File: src/rtl/hart_intc_pkg.sv
`timescale 1ns/1ps
package hart_intc_pkg;
    typedef enum logic [1:0] {
        TRIG_LEVEL = 2'd0,
        TRIG_RISE  = 2'd1,
        TRIG_FALL  = 2'd2,
        TRIG_RSVD  = 2'd3
    } trig_e;

    localparam int REC_BYTES = 4;
    localparam int REC_BASE  = 'h100;
    localparam int CFG_ADDR  = 'h000;
    localparam int INFO_ADDR = 'h004;
    localparam int THR_ADDR  = 'h008;
endpackage

File: src/rtl/hart_intc_sync.sv
`timescale 1ns/1ps
module hart_intc_sync #(
    parameter int W = 8
) (
    input  logic         clk,
    input  logic         rst_n,
    input  logic [W-1:0] d,
    output logic [W-1:0] q
);
    typedef struct packed {
        logic [W-1:0] s1;
        logic [W-1:0] s2;
    } sync_t;

    sync_t st_q, st_d;

    always_comb begin
        st_d    = st_q;
        st_d.s1 = d;
        st_d.s2 = st_q.s1;
    end

    always_ff @(posedge clk or negedge rst_n) begin
        if (!rst_n) st_q <= '0;
        else        st_q <= st_d;
    end

    assign q = st_q.s2;
endmodule

File: src/rtl/hart_intc_src.sv
`timescale 1ns/1ps
module hart_intc_src
    import hart_intc_pkg::*;
#(
    parameter int CTL_BITS = 4
) (
    input  logic                clk,
    input  logic                rst_n,
    input  logic                sync_in,
    input  logic [3:0]          wr_strb,
    input  logic [7:0]          wdata,
    output logic                pend,
    output logic                en,
    output logic                vec,
    output logic [1:0]          trig,
    output logic [CTL_BITS-1:0] ctl_hi
);
    typedef struct packed {
        logic                pend;
        logic                en;
        logic                vec;
        logic [1:0]          trig;
        logic [CTL_BITS-1:0] ctl;
        logic                prev;
    } rec_t;

    rec_t st_q, st_d;
    logic edge_mode, edge_hit;
    logic unused_wbits;

    assign unused_wbits = ^wdata;

    always_comb begin
        edge_mode = (st_q.trig == TRIG_RISE) || (st_q.trig == TRIG_FALL);
        case (st_q.trig)
            TRIG_RISE: edge_hit = sync_in & ~st_q.prev;
            TRIG_FALL: edge_hit = ~sync_in & st_q.prev;
            default:   edge_hit = 1'b0;
        endcase

        st_d      = st_q;
        st_d.prev = sync_in;
        if (wr_strb[1]) st_d.en = wdata[0];
        if (wr_strb[2]) begin
            st_d.vec  = wdata[0];
            st_d.trig = wdata[2:1];
        end
        if (wr_strb[3]) st_d.ctl = wdata[7 -: CTL_BITS];

        if (edge_mode) begin
            if (wr_strb[0]) st_d.pend = wdata[0];
            if (edge_hit)   st_d.pend = 1'b1;
        end else begin
            st_d.pend = sync_in;
        end
    end

    always_ff @(posedge clk or negedge rst_n) begin
        if (!rst_n) st_q <= '0;
        else        st_q <= st_d;
    end

    assign pend   = st_q.pend;
    assign en     = st_q.en;
    assign vec    = st_q.vec;
    assign trig   = st_q.trig;
    assign ctl_hi = st_q.ctl;
endmodule

File: src/rtl/hart_intc_arb.sv
`timescale 1ns/1ps
module hart_intc_arb #(
    parameter int NUM_SRC  = 8,
    parameter int CTL_BITS = 4,
    parameter int IDX_W    = 3
) (
    input  logic                    clk,
    input  logic                    rst_n,
    input  logic [NUM_SRC-1:0]      pend,
    input  logic [NUM_SRC-1:0]      en,
    input  logic [NUM_SRC-1:0]      vec,
    input  logic [NUM_SRC-1:0][7:0] ctl_byte,
    input  logic [3:0]              nl_eff,
    input  logic [7:0]              thr,
    output logic                    irq_req,
    output logic [IDX_W-1:0]        irq_id,
    output logic [7:0]              irq_level,
    output logic                    irq_vec
);
    typedef struct packed {
        logic             req;
        logic [IDX_W-1:0] id;
        logic [7:0]       level;
        logic             vec;
    } out_t;

    out_t st_q, st_d;
    logic             found;
    logic [7:0]       best_key;
    logic [IDX_W-1:0] best_id;
    logic             best_vec;
    logic [7:0]       best_lvl;

    always_comb begin
        found    = 1'b0;
        best_key = '0;
        best_id  = '0;
        best_vec = 1'b0;
        // ascending scan with >= lets the higher ID win a full tie
        for (int i = 0; i < NUM_SRC; i++) begin
            if (pend[i] && en[i] && (!found || ctl_byte[i] >= best_key)) begin
                found    = 1'b1;
                best_key = ctl_byte[i];
                best_id  = IDX_W'(i);
                best_vec = vec[i];
            end
        end
        best_lvl = best_key | (8'hFF >> nl_eff);

        st_d.req   = found && (best_lvl > thr);
        st_d.id    = found ? best_id : '0;
        st_d.level = found ? best_lvl : 8'h00;
        st_d.vec   = found && best_vec;
    end

    always_ff @(posedge clk or negedge rst_n) begin
        if (!rst_n) st_q <= '0;
        else        st_q <= st_d;
    end

    assign irq_req   = st_q.req;
    assign irq_id    = st_q.id;
    assign irq_level = st_q.level;
    assign irq_vec   = st_q.vec;
endmodule

File: src/rtl/hart_intc.sv
`timescale 1ns/1ps
module hart_intc
    import hart_intc_pkg::*;
#(
    parameter int NUM_SRC  = 8,
    parameter int CTL_BITS = 4,
    parameter int VERSION  = 1,
    parameter int ADDR_W   = 12,
    localparam int IDX_W   = (NUM_SRC > 1) ? $clog2(NUM_SRC) : 1
) (
    input  logic               clk,
    input  logic               rst_n,
    input  logic               bus_req,
    input  logic               bus_we,
    input  logic [ADDR_W-1:0]  bus_addr,
    input  logic [7:0]         bus_wdata,
    output logic [7:0]         bus_rdata,
    input  logic [NUM_SRC-1:0] src_in,
    output logic               irq_req,
    output logic [IDX_W-1:0]   irq_id,
    output logic [7:0]         irq_level,
    output logic               irq_vec
);
    localparam logic [ADDR_W-1:0] REC_LO   = ADDR_W'(REC_BASE);
    localparam logic [ADDR_W-1:0] REC_HI   = ADDR_W'(REC_BASE + REC_BYTES * NUM_SRC);
    localparam logic [ADDR_W-1:0] CFG_A    = ADDR_W'(CFG_ADDR);
    localparam logic [ADDR_W-1:0] THR_A    = ADDR_W'(THR_ADDR);
    localparam logic [ADDR_W-3:0] INFO_W   = (ADDR_W-2)'(INFO_ADDR / 4);
    localparam logic [31:0]       INFO     = {7'd0, 4'(CTL_BITS), 8'(VERSION), 13'(NUM_SRC)};
    localparam logic [7:0]        LOW_ONES = 8'hFF >> CTL_BITS;

    typedef struct packed {
        logic [3:0] nl;
        logic [7:0] thr;
        logic [7:0] rdata;
    } glb_t;

    glb_t reg_q, reg_d;

    logic [NUM_SRC-1:0]               src_sync;
    logic [NUM_SRC-1:0]               src_pend, src_en, src_vec;
    logic [NUM_SRC-1:0][1:0]          src_trig;
    logic [NUM_SRC-1:0][CTL_BITS-1:0] src_ctl;
    logic [NUM_SRC-1:0][7:0]          ctl_byte;
    logic [NUM_SRC-1:0][3:0]          wr_strb;
    logic                             rec_hit, wr_rec;
    logic [ADDR_W-1:0]                rec_off;
    logic [IDX_W-1:0]                 rec_idx;
    logic [3:0]                       nl_eff;
    logic [7:0]                       rd_val;

    hart_intc_sync #(.W(NUM_SRC)) u_sync (
        .clk(clk), .rst_n(rst_n), .d(src_in), .q(src_sync)
    );

    for (genvar i = 0; i < NUM_SRC; i++) begin : g_src
        hart_intc_src #(.CTL_BITS(CTL_BITS)) u_src (
            .clk(clk), .rst_n(rst_n),
            .sync_in(src_sync[i]),
            .wr_strb(wr_strb[i]),
            .wdata(bus_wdata),
            .pend(src_pend[i]),
            .en(src_en[i]),
            .vec(src_vec[i]),
            .trig(src_trig[i]),
            .ctl_hi(src_ctl[i])
        );
        assign ctl_byte[i] = (8'(src_ctl[i]) << (8 - CTL_BITS)) | LOW_ONES;
    end

    assign nl_eff = (reg_q.nl > 4'(CTL_BITS)) ? 4'(CTL_BITS) : reg_q.nl;

    always_comb begin
        rec_hit = (bus_addr >= REC_LO) && (bus_addr < REC_HI);
        rec_off = bus_addr - REC_LO;
        rec_idx = rec_off[IDX_W+1:2];
        wr_rec  = bus_req && bus_we && rec_hit;

        for (int i = 0; i < NUM_SRC; i++) begin
            wr_strb[i] = (wr_rec && rec_idx == IDX_W'(i)) ? (4'b0001 << rec_off[1:0]) : 4'b0000;
        end

        rd_val = 8'h00;
        if (bus_addr == CFG_A) begin
            rd_val = {3'b000, reg_q.nl, 1'b0};
        end else if (bus_addr[ADDR_W-1:2] == INFO_W) begin
            rd_val = INFO[{bus_addr[1:0], 3'b000} +: 8];
        end else if (bus_addr == THR_A) begin
            rd_val = reg_q.thr;
        end else if (rec_hit) begin
            case (rec_off[1:0])
                2'd0:    rd_val = {7'd0, src_pend[rec_idx]};
                2'd1:    rd_val = {7'd0, src_en[rec_idx]};
                2'd2:    rd_val = {5'd0, src_trig[rec_idx], src_vec[rec_idx]};
                default: rd_val = ctl_byte[rec_idx];
            endcase
        end

        reg_d = reg_q;
        if (bus_req && bus_we) begin
            if (bus_addr == CFG_A) reg_d.nl  = bus_wdata[4:1];
            if (bus_addr == THR_A) reg_d.thr = bus_wdata;
        end
        if (bus_req && !bus_we) reg_d.rdata = rd_val;
    end

    always_ff @(posedge clk or negedge rst_n) begin
        if (!rst_n) reg_q <= '0;
        else        reg_q <= reg_d;
    end

    assign bus_rdata = reg_q.rdata;

    hart_intc_arb #(.NUM_SRC(NUM_SRC), .CTL_BITS(CTL_BITS), .IDX_W(IDX_W)) u_arb (
        .clk(clk), .rst_n(rst_n),
        .pend(src_pend), .en(src_en), .vec(src_vec),
        .ctl_byte(ctl_byte), .nl_eff(nl_eff), .thr(reg_q.thr),
        .irq_req(irq_req), .irq_id(irq_id), .irq_level(irq_level), .irq_vec(irq_vec)
    );
endmodule

File: config.mk
export PLATFORM = sky130hd
export DESIGN_NAME = hart_intc
export DESIGN_NICKNAME = d
export VERILOG_FILES = /design/src/rtl/hart_intc_pkg.sv /design/src/rtl/hart_intc_sync.sv /design/src/rtl/hart_intc_src.sv /design/src/rtl/hart_intc_arb.sv /design/src/rtl/hart_intc.sv
export SDC_FILE = /design/constraint.sdc
export NUM_CORES = 1
export LEC_CHECK = 0
export CAP_MARGIN = 20
export CELL_PAD_IN_SITES_DETAIL_PLACEMENT = 0
export CELL_PAD_IN_SITES_GLOBAL_PLACEMENT = 1
export CORE_UTILIZATION = 40
export DETAILED_ROUTE_END_ITERATION = 6
export HOLD_SLACK_MARGIN = 0.02
export PLACE_DENSITY_LB_ADDON = 0.1
export SLEW_MARGIN = 20
export SYNTH_ARGS = -nofsm -noshare
export SYNTH_HDL_FRONTEND = slang
export SYNTH_SLANG_ARGS = --single-unit
File: constraint.sdc
create_clock -name clk -period 34.6 [get_ports clk]
set_input_delay 3.46 -clock clk [delete_from_list [all_inputs] [get_ports clk]]
set_output_delay 3.46 -clock clk [all_outputs]
set_load 0.005 [all_outputs]
==> results <==
- The overall routed net length is 20.9 mm.
- The tool flagged a number of max-cap violations equal to 0.
- Between clock sinks in the finished design, the worst skew comes to 13.9 ps.
- The post-route netlist has 17.6% of its cells at a drive strength greater than 1.
- Of the post-synthesis cell area, the dominant cell type holds 41.8%.
- The number of buffers on the longest clock path is 2.
- The die is 141 um wide.
- The number of flip-flops under the largest register name is 32.
- After synthesis, the most frequently instantiated cells are sky130_fd_sc_hd__dfrtp_1, sky130_fd_sc_hd__nand2_1, sky130_fd_sc_hd__ha_1.
- Clock tree synthesis found a total of 129 sinks.
- The largest individual stage delay along the critical path comes from the cell sky130_fd_sc_hd__or2_0.
- The critical path's most frequent cell is sky130_fd_sc_hd__ha_1.
- For this design the total switching power over the nets is 0.0857 mW.
- The required time of the critical path is 34,900 ps.
- The floorplan core area is 18,800 um^2.
- The element type at the critical path end is a flip-flop.
- Buffers placed on the I/O ports in this run total 52.
- The detailed placement HPWL is 15.8 mm.
- The run finished with clean final reports.
- The buffer count from post-CTS setup fixing is 0.
- The number of hold-repair buffers added at the cts stage is 0.
- After the last flow step, the layout net total stands at 845.
- The count of inserted antenna diode cells is 0.
- In the routed design, unresolved DRC markers number 0.
- The placer congestion estimate is 0.891.
- The overall overflow remaining after global route is 0.
- The number of instances in the synthesized netlist is 724.
- Entering global routing, the biggest net connects 67 pins.
- For this run, the slowest stage of the critical path takes 730 ps.
- The critical path is of the reg2reg type.
- The maximum fanout along the worst path is 22.
- Of all flip-flops after synthesis, the portion carrying an async set or reset was 100%.
- A synthesized cell averages 10.7 um^2.
- The die span in y is 141 um.
- Setup total negative slack on the finished layout was measured at 0 ps.
- STA puts the critical path data arrival time at 13,040 ps.
- The sequential group share of total power is 42.0%.
- The number of antenna violations at the first check in global routing was 0.
- The leading area contributor after synthesis is sky130_fd_sc_hd__dfrtp_1.
- Setup repair after global routing left no endpoint under its margin.
- The floorplan step defined a die boundary enclosing 19,900 um^2.
- Summing internal, switching and leakage power gives 0.370 mW.
- TritonCTS built the clock tree.
- The number of hold-slack violations in the final timing report came to 0.
- The cell area that synthesis handed to floorplanning was 7720 um^2.
- The kind of launch point of the worst setup path is a flip-flop.
- The initial core utilization is 41.0%.
- Static timing analysis puts the maximum clock frequency at 78.5 MHz.
- Internal power comes to 0.284 mW.
- The overall fraction of global-route tracks in use is 22.2%.
- Prior to clock tree synthesis, the placed netlist has a worst setup slack of 22,000 ps.
- The number of slew-limit violations in the final report came to 0.
- The number of distinct library cell variants in the gate-level netlist after synthesis is 72.
- In the synthesized netlist the dominant register cell turns out to be sky130_fd_sc_hd__dfrtp_1.
- For this run, the number of Yosys warnings is 0.
- Setup violations remaining at the end of the flow were counted as 0.
- After layout, the worst setup slack is 21,860 ps.
- In the final routed layout, each cell accounts on average for 20.2 um.
- The number of gates given a new drive strength after cts is 0.
- After floorplanning, the core was divided into 50 placement rows.
- The flop and latch count out of synthesis is 129.
- Yosys attributes the largest share of cell area to sky130_fd_sc_hd__dfrtp_1, sky130_fd_sc_hd__ha_1, sky130_fd_sc_hd__mux2_2, sky130_fd_sc_hd__mux4_2, sky130_fd_sc_hd__nand2_1.
- The vias after detailed routing is 5,731.
- The maximum vdd ir drop is 0.0000289 V.
- Compared with the post-synthesis result, the final layout area differs by 16.7%.
- The first TritonRoute pass finished after 6 iterations.
- The part of the power in the clock network is 52.9%.
- The number of CTS-inserted buffers is 17.
- The shortest clock period the worst path allows after layout is 12,740 ps.
- CTS built an H-tree with a depth of 4.
- The leakage power summed over all cells is 4.04 nW.
- For this block, the initial DRC count from the detailed router was 322.
- The power per unit of standard cell area is 41.1 nW/um^2.
- For flop-to-flop paths, the worst setup slack is 21,860 ps.
- Among all cell types in the netlist, the one instantiated most often is sky130_fd_sc_hd__dfrtp_1.
- The worst hold path belongs to the class reg2reg.
- The via count of the first global-routing pass is 5,627.
- Pin placement for this block handled 53 I/O pins.
- Sequential elements use 41.8% of the synthesized area.
- In this run the clock root is driven by a sky130_fd_sc_hd__clkbuf_16.
- The portion of total power attributed to combinational logic is 5.1%.
- The transition time of the tightest slew-check pin is 951 ps.
- The normalized max-slew margin is 36.6%.
- The remaining antenna violation count is 0.
- The later pin in the worst-skew pair is clocked with a latency of 420 ps.
- The first global-routing pass estimated 32.8 mm of wire.
- Clock-pin slew was measured on the worst setup and hold paths at 60 ps.
- Net switching is 23.2% of the power.
- The final critical-path share of the clock period is 36.8%.
- Counting flops with a built-in enable in the synthesized netlist gives 0.
- In the routed layout, each cell is associated on average with a via count of 5.55.
per-layer routing:
layer  global-route usage, %  wire length (um)
met1                    30.0              9860
met2                    36.5             10000
met3                    3.43               620
met4                    7.61               343
met5                       0                 0
cell usage in the layout (no fill, tap or decap), types with 14 or more instances in the layout:
cell type                           n
sky130_fd_sc_hd__clkbuf_16         17
sky130_fd_sc_hd__dfrtp_1          129
sky130_fd_sc_hd__nor2_1            44
sky130_fd_sc_hd__inv_1             42
sky130_fd_sc_hd__clkdlybuf4s50_1   50
sky130_fd_sc_hd__nand2b_1          19
sky130_fd_sc_hd__mux4_2            18
sky130_fd_sc_hd__o21ai_0           42
sky130_fd_sc_hd__a21oi_1           25
sky130_fd_sc_hd__nand2_1           70
sky130_fd_sc_hd__mux2_2            45
sky130_fd_sc_hd__ha_1              52
sky130_fd_sc_hd__a21o_1            14
metrics by stage:
| stage | hold slack [ps] | cell area (um^2) | cells | util (%) |
|---|---|---|---|---|
| 6_report | 346 | 9000 | 1033 | 47.8 |
| 5_1_grt | 356 | 9000 | 1033 | 47.8 |
| 4_1_cts | 348 | 9000 | 1033 | 47.8 |
| 3_5_place_dp | 335 | 8370 | 1002 | 44.4 |
| 3_3_place_gp | 333 | 8370 | 1002 | 44.4 |
| 2_1_floorplan | 331 | 7720 | 726 | - |
worst paths after layout:
check                                  start             endpoint  depth (start not counted)
setup / recovery           g_src[0].u_src.en        u_arb.irq_req                         53
hold / removal                u_sync.st_d[4]          u_sync.q[4]                          0
setup reg to reg           g_src[0].u_src.en        u_arb.irq_req                         53
hold reg to reg               u_sync.st_d[4]          u_sync.q[4]                          0
max in group asynchronous              rst_n  g_src[2].u_src.pend                          2
min in group asynchronous              rst_n      u_arb.irq_id[0]                          1
logic make-up after synthesis:
logic type                 Yosys count  share of synthesized area, %
AOI/OAI and AO/OA                  162                          15.0
adders and majority gates           52                          8.43
buffers and inverters               82                          5.01
DFF                                129                          41.8
muxes                               85                          14.8
other                                2                        0.0973
and+or+nand+nor                    212                          14.9
worst max-delay path, delay by kind of cell (launching register included):
kind | cells | cell delay [ps]
AND/OR/NAND/NOR | 14 | 3290
flip-flops | 1 | 550
buffers and inverters | 3 | 350
AO/OA/AOI/OAI | 28 | 6170
adder cells (fa/ha/maj) | 8 | 2240
power by group through the flow:
stage,Clock (mW),Combinational [mW],Sequential [mW]
final,0.196,0.0190,0.155
after global routing,0.207,0.0210,0.155
after CTS,0.199,0.0196,0.155
after detailed placement,0,0.0195,0.158
after global placement,0,0.0193,0.158
after floorplan,0,0.00898,0.157
area by class of cell:
| class | count | area (um^2) |
|---|---|---|
| Fill cell | 1752 | 9830 |
| Multi-Input combinational cell | 515 | 4110 |
| Sequential cell | 129 | 3230 |
| Timing Repair Buffer | 56 | 547 |
| Clock buffer | 18 | 439 |
| Tap cell | 260 | 325 |
| Clock inverter | 13 | 199 |
| Inverter | 42 | 158 |
Power figures use the tool's default switching activity.
